### src/rtl/uf_timer_pkg.sv
package uf_timer_pkg;
  localparam int MODE_W  = 8;
  localparam int RUN_POS = 7;
  localparam int LD_POS  = 6;
  localparam int SEL_W   = 2;
  localparam int PRE_W   = (1 << SEL_W) - 1;

  typedef logic [SEL_W-1:0] sel_t;

  typedef struct packed {
    logic run;
    logic ld;
    sel_t sel;
  } ctrl_t;
endpackage

### src/rtl/uf_timer_ctrl.sv
module uf_timer_ctrl
  import uf_timer_pkg::*;
(
  input  logic              clk,
  input  logic              rst_n,
  input  logic              we,
  input  logic [MODE_W-1:0] wdata,
  output ctrl_t             ctrl,
  output logic [MODE_W-1:0] rdata
);
  ctrl_t ctrl_q;
  logic  unused_rsvd;

  assign unused_rsvd = ^wdata[LD_POS-1:SEL_W];

  always_ff @(posedge clk or negedge rst_n) begin
    if (!rst_n) begin
      ctrl_q <= '0;
    end else if (we) begin
      ctrl_q.run <= wdata[RUN_POS];
      ctrl_q.ld  <= wdata[LD_POS];
      if (!ctrl_q.run) begin
        ctrl_q.sel <= wdata[SEL_W-1:0];
      end
    end
  end

  always_comb begin
    rdata                = '0;
    rdata[RUN_POS]       = ctrl_q.run;
    rdata[LD_POS]        = ctrl_q.ld;
    rdata[SEL_W-1:0]     = ctrl_q.sel;
  end

  assign ctrl = ctrl_q;
endmodule

### src/rtl/uf_timer_presc.sv
module uf_timer_presc
  import uf_timer_pkg::*;
(
  input  logic clk,
  input  logic rst_n,
  input  logic run,
  input  sel_t sel,
  output logic tick
);
  logic [PRE_W-1:0] pre_q;
  logic [PRE_W-1:0] mask;

  always_comb begin
    for (int i = 0; i < PRE_W; i++) begin
      mask[i] = (i < int'(sel));
    end
  end

  assign tick = run && ((pre_q & mask) == mask);

  always_ff @(posedge clk or negedge rst_n) begin
    if (!rst_n) begin
      pre_q <= '0;
    end else if (run) begin
      pre_q <= pre_q + 1'b1;
    end else begin
      pre_q <= '0;
    end
  end
endmodule

### src/rtl/uf_timer_count.sv
module uf_timer_count #(
  parameter int CNT_W = 8
) (
  input  logic             clk,
  input  logic             rst_n,
  input  logic             load,
  input  logic             run,
  input  logic             tick,
  input  logic [CNT_W-1:0] base,
  output logic [CNT_W-1:0] count,
  output logic             wrap,
  output logic             uf
);
  logic [CNT_W-1:0] cnt_q;
  logic             uf_q;

  assign wrap = run && tick && (cnt_q == '0);

  always_ff @(posedge clk or negedge rst_n) begin
    if (!rst_n) begin
      cnt_q <= '0;
      uf_q  <= 1'b0;
    end else begin
      uf_q <= wrap;
      if (load) begin
        cnt_q <= base;
      end else if (wrap) begin
        cnt_q <= base;
      end else if (run && tick) begin
        cnt_q <= cnt_q - 1'b1;
      end
    end
  end

  assign count = cnt_q;
  assign uf    = uf_q;
endmodule

### src/rtl/uf_timer_flag.sv
module uf_timer_flag (
  input  logic clk,
  input  logic rst_n,
  input  logic set,
  input  logic clr,
  output logic flag
);
  logic flag_q;

  always_ff @(posedge clk or negedge rst_n) begin
    if (!rst_n) begin
      flag_q <= 1'b0;
    end else if (set) begin
      flag_q <= 1'b1;
    end else if (clr) begin
      flag_q <= 1'b0;
    end
  end

  assign flag = flag_q;
endmodule

### src/rtl/uf_timer.sv
module uf_timer
  import uf_timer_pkg::*;
#(
  parameter int CNT_W = 8
) (
  input  logic              clk,
  input  logic              rst_n,
  input  logic              base_we,
  input  logic [CNT_W-1:0]  base_wdata,
  input  logic              mode_we,
  input  logic [MODE_W-1:0] mode_wdata,
  input  logic              irq_clr,
  output logic [CNT_W-1:0]  count_o,
  output logic [MODE_W-1:0] mode_o,
  output logic              underflow_o,
  output logic              irq_flag_o
);
  ctrl_t            ctrl;
  logic             run_q;
  logic             ld_q;
  sel_t             sel_q;
  logic [CNT_W-1:0] base_q;
  logic             running;
  logic             loading;
  logic             tick;
  logic             wrap;

  always_ff @(posedge clk or negedge rst_n) begin
    if (!rst_n) begin
      base_q <= '0;
    end else if (base_we) begin
      base_q <= base_wdata;
    end
  end

  uf_timer_ctrl u_ctrl (
    .clk   (clk),
    .rst_n (rst_n),
    .we    (mode_we),
    .wdata (mode_wdata),
    .ctrl  (ctrl),
    .rdata (mode_o)
  );

  assign run_q   = ctrl.run;
  assign ld_q    = ctrl.ld;
  assign sel_q   = ctrl.sel;
  assign running = run_q && !ld_q;
  assign loading = ld_q && !run_q;

  uf_timer_presc u_presc (
    .clk   (clk),
    .rst_n (rst_n),
    .run   (running),
    .sel   (sel_q),
    .tick  (tick)
  );

  uf_timer_count #(.CNT_W(CNT_W)) u_count (
    .clk   (clk),
    .rst_n (rst_n),
    .load  (loading),
    .run   (running),
    .tick  (tick),
    .base  (base_q),
    .count (count_o),
    .wrap  (wrap),
    .uf    (underflow_o)
  );

  uf_timer_flag u_flag (
    .clk   (clk),
    .rst_n (rst_n),
    .set   (wrap),
    .clr   (irq_clr),
    .flag  (irq_flag_o)
  );
endmodule

### config.mk
export PLATFORM = sky130hd
export DESIGN_NAME = uf_timer
export DESIGN_NICKNAME = d
export VERILOG_FILES = /design/src/rtl/uf_timer_pkg.sv /design/src/rtl/uf_timer_ctrl.sv /design/src/rtl/uf_timer_presc.sv /design/src/rtl/uf_timer_count.sv /design/src/rtl/uf_timer_flag.sv /design/src/rtl/uf_timer.sv
export SDC_FILE = /design/constraint.sdc
export NUM_CORES = 1
export LEC_CHECK = 0
export ABC_CLOCK_PERIOD_IN_PS = 1600
export BUFFER_PORTS_ARGS = -buffer_cell sky130_fd_sc_hd__buf_4
export CAP_MARGIN = 5
export CORE_UTILIZATION = 35
export DETAILED_ROUTE_END_ITERATION = 8
export GPL_ROUTABILITY_DRIVEN = 1
export PLACE_DENSITY_LB_ADDON = 0.15
export SKIP_LAST_GASP = 1
export SLEW_MARGIN = 10
export SYNTH_ARGS = -nofsm -noshare
export SYNTH_HDL_FRONTEND = slang
export SYNTH_SLANG_ARGS = --single-unit
### constraint.sdc
create_clock -name clk -period 1.6 [get_ports clk]
set_input_delay 0.16 -clock clk [delete_from_list [all_inputs] [get_ports clk]]
set_output_delay 0.16 -clock clk [all_outputs]
set_load 0.03 [all_outputs]
==> run metrics <==
worst skew pair latency=0.33 ns; Initial DRC Count=24; die boundary height=62.2 um; power density over cell area=1150 nW/um2; routed length per instance=12.9 um; Worst Path Class, Setup=flip-flop to flip-flop; sequential fraction of the synthesis area=0.493; Syn. warnings=0; async set-reset flop share out of synthesis=1.00; cells along the critical path=inv_2, ha_1, or4b_4, o22ai_2, a31oi_1, a31oi_1, o22a_1; number of hold violations in the final report=0; leading post-synthesis cells by cell area=sky130_fd_sc_hd__dfrtp_1 49%, sky130_fd_sc_hd__mux2_2 11%, sky130_fd_sc_hd__nor2_1 3.5%; Antenna diodes=0; static power due to leakage=~0.84 nW; total wirelength of the detailed-routed design=2850 um; first drt pass iteration count=4; CTS root buf=sky130_fd_sc_hd__clkbuf_4; hold slack final=roughly 0.047 ns; total clock buffers created by CTS=3; violations in the final reports=negative setup slack; fraction of final layout cells with drive strength greater than 1=0.477; ratio of final minimum period to clock period=1.13; slowest library cell on the worst path=sky130_fd_sc_hd__or4b_4; Mapped Cells=117; timing-limited maximum frequency=551 MHz; post-CTS clock slew at the launch and capture registers of the worst setup and hold paths=0.14 ns; Synth top area share=0.493; number of top-level design ports=39; EDFF count, synth=0; number of sinks on the clock net=25; distinct cell type count after synthesis=39; data arrival at the endpoint of the critical path=2.10 ns; origin of the worst setup path=u_count.count[1]$_DFFE_PN0P_; number of vias after detailed routing=roughly 1100; cell type with the highest aggregate area in the netlist=sky130_fd_sc_hd__dfrtp_1; number of buffer and inverter stages on the critical path=1; maximum ir drop on the vdd rail=0.447 mV; Most used DFF post-synth=sky130_fd_sc_hd__dfrtp_1; number of fillers in the final layout=around 340; die boundary width=62.2 um; critical path peak fanout=4; CP required=1.88 ns; placeable core region=around 3400 um2; half-perimeter wire length of the detailed placement result=2130 um; CP most frequent cell=sky130_fd_sc_hd__a31oi_1; area of the die=3870 um2; total power of the final layout=2.06 mW; area added between synthesis and finish=41.3%; list of most frequent post-synthesis cells=25 x sky130_fd_sc_hd__dfrtp_1, 12 x sky130_fd_sc_hd__mux2_2, 12 x sky130_fd_sc_hd__nor2_1, 7 x sky130_fd_sc_hd__inv_1, 5 x sky130_fd_sc_hd__nand2_1; global-route total usage across every layer=0.164; placed insts=210; via count of the first global-routing pass=1061; total of flip-flops plus latches after synthesis=25; element type at the critical path end=flip-flop; starting utilization of the core area=0.372; final standard cell count with taps included and fillers excluded=222; maximum number of pins on one net before global-route repair=26; final weighted congestion in routability-driven placement=0.805; initial antenna violation count=0; number of maximum-capacitance constraint violations=0; Max Root-Sink Buffers=2; critical hold path startpoint=base_wdata[7]; FP Rows=21; detailed-route DRC error count=0; Max stage delay on crit path=0.53 ns; synthesized area=1270 um2; family with the most delay on the worst path=compound AO/OA/AOI/OAI gates; setup violators final=10; Reg2Reg Launch Point=u_count.count[1]$_DFFE_PN0P_; post-route minimum period=1.82 ns; Setup WS post-layout=-0.216 ns; final layout net count=201; average vias per placed instance=4.86; Max Clock Skew=0.00360 ns; post-synthesis average cell area=10.9 um2; number of H-tree branching levels=1; max-slew violation count=0; kind of launch point of the worst setup path=flip-flop; setup repair after global routing missed its margin=true; CTS tree=yes; run status=finished with violations; Post-DRT Antenna Nets=0; top-count cell post-synth=sky130_fd_sc_hd__dfrtp_1; total of buffers placed on input and output ports=30; global-route wire length before repair=approximately 5000 um; path category of the worst min-delay check=input port to flip-flop; sum of overflow across all layers after global routing=0
## layout make-up
cell class / count / area [um2] / share of cell area
multi-input cells: 82 / 616 / 0.343
repair buffers: 58 / 440 / 0.245
clock buffers: 4 / 26.3 / 0.0146
flip-flops and latches: 25 / 628 / 0.350
inverters: 7 / 26.3 / 0.0146
well taps: 46 / 57.6 / 0.0321
## worst reg2reg max path: stages (launching register included)
cell and delay, ns:
sky130_fd_sc_hd__dfrtp_2 0.45, sky130_fd_sc_hd__inv_2 0.06, sky130_fd_sc_hd__ha_1 0.12, sky130_fd_sc_hd__or4b_4 0.53, sky130_fd_sc_hd__o22ai_2 0.17, sky130_fd_sc_hd__a31oi_1 0.09, sky130_fd_sc_hd__a31oi_1 0.20, sky130_fd_sc_hd__o22a_1 0.15
## power by group
group | leakage (nW) | switching [mW] | internal, mW
registers | 0.300 | 0.0804 | 0.733
clock network | 0.0150 | 0.202 | 0.0980
logic | 0.528 | 0.477 | 0.466
total | 0.843 | 0.760 | 1.30
## path summary, 6_finish.rpt
| path | slack (ns) | endpoint | cells past startpoint |
|---|---|---|---|
| worst max-delay path | -0.22 | u_count.count[5]$_DFFE_PN0P_ | 7 |
| worst max register to register | -0.22 | u_count.count[5]$_DFFE_PN0P_ | 7 |
| max in group asynchronous | 1.09 | u_count.count[1]$_DFFE_PN0P_ | 2 |
| min in group asynchronous | 0.25 | u_count.count[3]$_DFFE_PN0P_ | 2 |
| worst min-delay path | 0.05 | base_q[7]$_DFFE_PN0P_ | 2 |
| worst min register to register | 0.49 | u_presc.pre_q[0]$_DFF_PN0_ | 1 |
## cells by family (layout without fill, tap and decap cells)
kind of cell / after synthesis / in the layout / synth area share
simple gates: 38 / 39 / 0.169
flops: 25 / 25 / 0.493
compound gates: 23 / 23 / 0.137
buf+inv: 14 / 69 / 0.0552
mux: 12 / 12 / 0.106
fa+ha+maj: 3 / 3 / 0.0296
other cells: 1 / 4 / 0.00295
xor+xnor: 1 / 1 / 0.00690
## layer usage
metal	part of all wire	GRT usage	up-vias	routed length, um
met5	0	0	-	0
met3	0.043	0.0221	5	123
li1	-	-	535	-
met1	0.49	0.232	508	1400
met2	0.44	0.250	32	1270
met4	0.020	0.0698	0	57
## metrics by stage
stage	area (um2)	TNS, ns	worst slack [ns]	util
6_report	1790	-1.47	-0.216	0.525
5_1_grt	1790	-2.46	-0.316	0.525
4_1_cts	1790	-1.51	-0.217	0.523
3_5_place_dp	1690	-1.88	-0.267	0.495
3_3_place_gp	1690	-1.57	-0.226	0.495
2_1_floorplan	1290	-1.74	-0.276	-
## sequential cells by signal, indices dropped and copies added (netlist names)
name / count
base_q: 8
u_count.count: 8
u_count.uf: 1
u_ctrl.ctrl: 4
u_flag.flag: 1
u_presc.pre_q: 3
## layout by cell type, fill, tap and decap left out, drive strengths merged, types with 3 or more instances in the layout
| cell type | n |
|---|---|
| buf | 56 |
| dfrtp | 25 |
| nor2 | 14 |
| mux2 | 12 |
| inv | 7 |
| nand2 | 5 |
| nor2b | 4 |
| conb | 4 |
| o21ai | 4 |
| a31oi | 4 |
| clkbuf | 4 |
| nor3 | 3 |
| ha | 3 |
| a21oi | 3 |
## repair_timing
action | in CTS | in global routing
endpoints found under the hold margin | 26 | 0
gates resized for setup | 3 | 0
pin swaps | 8 | 6
gates cloned | 1 | 0
hold buffers | 2 | 0
endpoints found under the setup margin | 10 | 10
setup buffers | 4 | 1
Power figures use the tool's default switching activity.
